**src/rtl/rtc_core_pkg.sv**
```systemverilog
package rtc_core_pkg;
  localparam int unsigned PSC_W = 20;
  localparam int unsigned CNT_W = 32;
  localparam logic [PSC_W-1:0] PSC_RST = 20'h08000;

  typedef struct packed {
    logic sec;
    logic alarm;
    logic ovf;
  } rtc_evt_t;
endpackage

```
**src/rtl/rtc_psc.sv**
```systemverilog
module rtc_psc #(
  parameter int unsigned W = 20,
  parameter logic [W-1:0] RST_VAL = '0
) (
  input  logic         clk_i,
  input  logic         rst_ni,
  input  logic         reload_ld_i,
  input  logic [W-1:0] reload_val_i,
  input  logic         restart_i,
  output logic [W-1:0] div_o,
  output logic         tick_o
);
  logic [W-1:0] reload_q;
  logic [W-1:0] div_q;
  logic         at_zero;

  assign at_zero = (div_q == '0);

  always_ff @(posedge clk_i or negedge rst_ni) begin
    if (!rst_ni) begin
      reload_q <= RST_VAL;
    end else if (reload_ld_i) begin
      reload_q <= reload_val_i;
    end
  end

  always_ff @(posedge clk_i or negedge rst_ni) begin
    if (!rst_ni) begin
      div_q <= RST_VAL;
    end else if (reload_ld_i) begin
      div_q <= reload_val_i;
    end else if (restart_i || at_zero) begin
      div_q <= reload_q;
    end else begin
      div_q <= div_q - 1'b1;
    end
  end

  // a restart swallows the tick that would otherwise fall in this cycle
  assign tick_o = at_zero && !reload_ld_i && !restart_i;
  assign div_o  = div_q;
endmodule

```
**src/rtl/rtc_cnt.sv**
```systemverilog
module rtc_cnt #(
  parameter int unsigned W = 32
) (
  input  logic         clk_i,
  input  logic         rst_ni,
  input  logic         tick_i,
  input  logic         ld_hi_i,
  input  logic         ld_lo_i,
  input  logic [W-1:0] val_i,
  output logic [W-1:0] cnt_o,
  output logic         wrap_o
);
  localparam int unsigned HW = W / 2;

  logic [W-1:0] cnt_q;
  logic [W-1:0] ld_mask;
  logic [W-1:0] cnt_d;
  logic         ld_any;

  for (genvar h = 0; h < 2; h++) begin : g_half
    assign ld_mask[h*HW +: HW] = {HW{(h == 1) ? ld_hi_i : ld_lo_i}};
  end

  assign ld_any = ld_hi_i | ld_lo_i;

  always_comb begin
    if (ld_any) begin
      cnt_d = (cnt_q & ~ld_mask) | (val_i & ld_mask);
    end else if (tick_i) begin
      cnt_d = cnt_q + 1'b1;
    end else begin
      cnt_d = cnt_q;
    end
  end

  always_ff @(posedge clk_i or negedge rst_ni) begin
    if (!rst_ni) begin
      cnt_q <= '0;
    end else begin
      cnt_q <= cnt_d;
    end
  end

  assign cnt_o  = cnt_q;
  assign wrap_o = tick_i && (&cnt_q);
endmodule

```
**src/rtl/rtc_alarm.sv**
```systemverilog
module rtc_alarm #(
  parameter int unsigned W = 32
) (
  input  logic         clk_i,
  input  logic         rst_ni,
  input  logic         tick_i,
  input  logic [W-1:0] cnt_i,
  input  logic         ld_i,
  input  logic [W-1:0] val_i,
  output logic         hit_o
);
  logic [W-1:0] alarm_q;

  always_ff @(posedge clk_i or negedge rst_ni) begin
    if (!rst_ni) begin
      alarm_q <= '1;
    end else if (ld_i) begin
      alarm_q <= val_i;
    end
  end

  // compare the pre-increment value: fires one cycle before cnt == alarm+1
  assign hit_o = tick_i && (cnt_i == alarm_q);
endmodule

```
**src/rtl/rtc_tick_core.sv**
```systemverilog
module rtc_tick_core
  import rtc_core_pkg::*;
#(
  parameter int unsigned PSC_W = rtc_core_pkg::PSC_W,
  parameter int unsigned CNT_W = rtc_core_pkg::CNT_W,
  parameter logic [PSC_W-1:0] PSC_RST_VAL = rtc_core_pkg::PSC_RST
) (
  input  logic             clk_i,
  input  logic             rst_ni,
  input  logic             reload_ld_i,
  input  logic [PSC_W-1:0] reload_val_i,
  input  logic             cnt_hi_ld_i,
  input  logic             cnt_lo_ld_i,
  input  logic [CNT_W-1:0] cnt_val_i,
  input  logic             alarm_ld_i,
  input  logic [CNT_W-1:0] alarm_val_i,
  output logic [PSC_W-1:0] div_o,
  output logic [CNT_W-1:0] cnt_o,
  output logic             sec_o,
  output logic             alarm_o,
  output logic             ovf_o
);
  logic     tick;
  logic     cnt_restart;
  rtc_evt_t evt;

  assign cnt_restart = cnt_hi_ld_i | cnt_lo_ld_i;

  rtc_psc #(
    .W       (PSC_W),
    .RST_VAL (PSC_RST_VAL)
  ) u_psc (
    .clk_i        (clk_i),
    .rst_ni       (rst_ni),
    .reload_ld_i  (reload_ld_i),
    .reload_val_i (reload_val_i),
    .restart_i    (cnt_restart),
    .div_o        (div_o),
    .tick_o       (tick)
  );

  rtc_cnt #(
    .W (CNT_W)
  ) u_cnt (
    .clk_i   (clk_i),
    .rst_ni  (rst_ni),
    .tick_i  (tick),
    .ld_hi_i (cnt_hi_ld_i),
    .ld_lo_i (cnt_lo_ld_i),
    .val_i   (cnt_val_i),
    .cnt_o   (cnt_o),
    .wrap_o  (evt.ovf)
  );

  rtc_alarm #(
    .W (CNT_W)
  ) u_alarm (
    .clk_i  (clk_i),
    .rst_ni (rst_ni),
    .tick_i (tick),
    .cnt_i  (cnt_o),
    .ld_i   (alarm_ld_i),
    .val_i  (alarm_val_i),
    .hit_o  (evt.alarm)
  );

  assign evt.sec = tick;

  assign sec_o   = evt.sec;
  assign alarm_o = evt.alarm;
  assign ovf_o   = evt.ovf;
endmodule

```
**config.mk**
```make
export PLATFORM = sky130hd
export DESIGN_NAME = rtc_tick_core
export DESIGN_NICKNAME = d
export VERILOG_FILES = /design/src/rtl/rtc_core_pkg.sv /design/src/rtl/rtc_psc.sv /design/src/rtl/rtc_cnt.sv /design/src/rtl/rtc_alarm.sv /design/src/rtl/rtc_tick_core.sv
export SDC_FILE = /design/constraint.sdc
export NUM_CORES = 1
export LEC_CHECK = 0
export ABC_AREA = 1
export BUFFER_PORTS_ARGS = -buffer_cell sky130_fd_sc_hd__buf_2
export CAP_MARGIN = 20
export CORE_MARGIN = 5
export CORE_UTILIZATION = 30
export CTS_BUF_LIST = sky130_fd_sc_hd__clkbuf_8
export DETAILED_ROUTE_END_ITERATION = 16
export GPL_ROUTABILITY_DRIVEN = 0
export HOLD_SLACK_MARGIN = 0.1
export PLACE_DENSITY = 0.49
export SLEW_MARGIN = 30
export SYNTH_ARGS = -nofsm -noshare
export SYNTH_HDL_FRONTEND = slang
export SYNTH_SLANG_ARGS = --single-unit
```
**constraint.sdc**
```tcl
create_clock -name clk_i -period 3.6 [get_ports clk_i]
set_input_delay 0.18 -clock clk_i [delete_from_list [all_inputs] [get_ports clk_i]]
set_output_delay 0.18 -clock clk_i [all_outputs]
set_load 0.01 [all_outputs]
```
==> impl_metrics.ini <==
[global_route]
grt_antenna_before_repair = 1
grt_use_total = 0.171
grt_max_degree = 71
grt_pass1_vias = 6127
grt.overflow.total = 0
grt_pass1_wl_mm = 32.6

[final_layout]
nNetsFinal = 1171
multi_input_area_mm2 = 0.00322
drive_above_1_share = 0.225
final_cells = 1359
fill_cells = 2237
post-route-util = 0.395
syn_to_final_growth_pct = 31.0
regArea_mm2 = 0.00265
fin_area_mm2 = 0.00822

[clock_tree]
post_cts_buffers = 0
tritoncts = done
clkTransAtPathRegs_ns = 0.11
hold_buffers = 76
clock-sinks = 104
cts.path.max_buffers = 2
cts_max_level = 3
insertion_delay_ns = 0.39
cts_resized = 0
numCtsBuffers = 9
cts-root-buf = clkbuf_8

[logic_synthesis]
syn_inst = 871
synthArstFlopShare = 1.00
syn_avg_cell_area_um2 = 7.20
yosysSeqAreaShare = 0.422
syn-cell-area_mm2 = 0.00627
yosysTopAreaCellShare = 0.279
synth_nets = 964
synthTopCellsByCount = 335 x nand2_1, 77 x nor2_1, 70 x dfrtp_1, 70 x inv_1, 63 x nand3_1
netlist-cell-type-count = 39
yosysTopAreaCell = dfrtp_1
ys_warn_count = 0
ys_seq_elements = 104
synth.area.top_cells = dfrtp_1 28%, nand2_1 20%, dfstp_2 14%
synth_most_common_cell = nand2_1
synth_edf_count = 0
ys.flop_type = dfrtp_1

[setup_path]
worst-endpoint-required_ns = 3.42
crit_fanout = 6
cp.arrival_ns = 2.47
criticalPathCategory = flip-flop to primary output
crit_path_end_kind = primary output
start_kind = flip-flop

[floorplanning]
core_mm2 = 0.0208
rows = 53
start_util = 0.301
ios = 145
die_h_um = 155
die-area_mm2 = 0.0239
fp.dieW_um = 155

[sta]
finalSetupTns_ns = 0
finalHoldViolCount = 0
fmax_mhz = 377
rsz0062_at_grt = false
setup_violations = 0
slew_headroom = 0.420
worst_slew_pin_slew_ns = 0.870
period_share = 0.737
clock_skew_ns = 0.0241
maxSlewViolCount = 0
whs_ns = 0.119
min_period_ns = 2.65

[place]
place_area_mm2 = 0.00723
portBuffers = 144
dp_cells = 1266
hpwl_mm = 15.3

[routing]
vias = 6279
drc = 0
wirelength_mm = 20.6
drt-wirelength-per-cell_um = 15.2
viasPerCell = 4.62
drt_first_pass_iters = 5
drt_iter0_markers = 364
ant_nets = 0

[job]
drv_cap = 0

[power_and_ir_drop]
ir_worst_vdd_v = 0.000196
power_density_mw_per_mm2 = 358
p_leak_nw = 4.01

[status]
status = finished, final reports clean

[hold_path]
hold_class = primary input to flip-flop
-- cells by family (layout without fill, tap and decap cells) --
group | Yosys count | in the layout | share of synthesized area
xor+xnor | 39 | 39 | 0.0544
simple gates | 524 | 524 | 0.348
mux | 17 | 17 | 0.0305
buf+inv | 100 | 312 | 0.0652
other cells | 0 | 1 | 0
fa+ha+maj | 3 | 3 | 0.00598
compound gates | 84 | 84 | 0.0742
flops | 104 | 104 | 0.422
-- report_power, final --
part / total (mW) / switching (mW) / internal, mW
combinational: 0.631 / 0.346 / 0.284
sequential: 1.46 / 0.150 / 1.31
clock: 0.852 / 0.442 / 0.411
total: 2.94 / 0.938 / 2.00
-- worst max-delay path: stages, from the launching register on --
cell     delay [ns]
dfrtp_1        0.47
ha_1           0.24
nand3_1        0.12
nor2_1         0.21
nand3_1        0.20
nor2_1         0.26
nand4_1        0.12
nor3_1         0.27
buf_2          0.20
-- area by class of cell --
type / instances / share of cell area
Clock inverter: 6 / 0.0103
Sequential cell: 104 / 0.322
Antenna cell: 1 / 0.000304
Tap cell: 275 / 0.0418
Clock buffer: 10 / 0.0167
Multi-Input combinational cell: 667 / 0.392
Timing Repair Buffer: 224 / 0.185
Inverter: 72 / 0.0329
-- cells in the final DEF, fill, tap and decap left out, types with 2 or more instances in the layout --
cell type / count
inv_1: 72
nor2_2: 10
dfrtp_1: 70
mux2_2: 17
nand4_1: 10
nand2_4: 2
nand2_1: 335
o211ai_1: 4
buf_4: 4
dlygate4sd3_1: 76
nor2_1: 77
bufinv_16: 2
dfstp_2: 34
nor3_1: 12
nor2_4: 2
xnor2_1: 9
o21ai_0: 51
ha_1: 3
a21oi_1: 17
o21ai_1: 2
buf_2: 143
nand3_1: 63
nand2_2: 8
o21bai_1: 2
o21ai_2: 5
clkbuf_8: 10
xor2_1: 30
-- worst paths after layout --
check	from	to	slack, ns	cells past startpoint
setup / recovery	flip-flop	ovf_o	0.95	8
hold / removal	cnt_val_i[4]	flip-flop	0.12	5
setup reg to reg	u_psc.div_o[0]	flip-flop	1.43	10
hold reg to reg	u_psc.reload_q[5]	u_psc.reload_q[5]	0.48	2
max in group asynchronous	rst_ni	u_alarm.alarm_q[24]	2.47	3
min in group asynchronous	rst_ni	asynchronous set/reset pin	0.35	2
-- through the flow --
| step | power, mW | worst slack (ns) |
|---|---|---|
| 6_report | 2.94 | 0.948 |
| 5_1_grt | 3.11 | 0.731 |
| 4_1_cts | 2.98 | 0.970 |
| 3_5_place_dp | 2.05 | 1.41 |
| 3_3_place_gp | 2.05 | 1.47 |
| 2_1_floorplan | 1.79 | 1.83 |
-- per-layer routing --
metal	share of wire	track usage	routed length, um	up-vias
li1	-	-	-	3165
met1	0.46	0.227	9450	2940
met2	0.47	0.280	9620	152
met3	0.056	0.0364	1150	22
met4	0.019	0.0542	399	0
met5	0	0	0	-
Note: power is estimated with default switching activity, not from simulation.
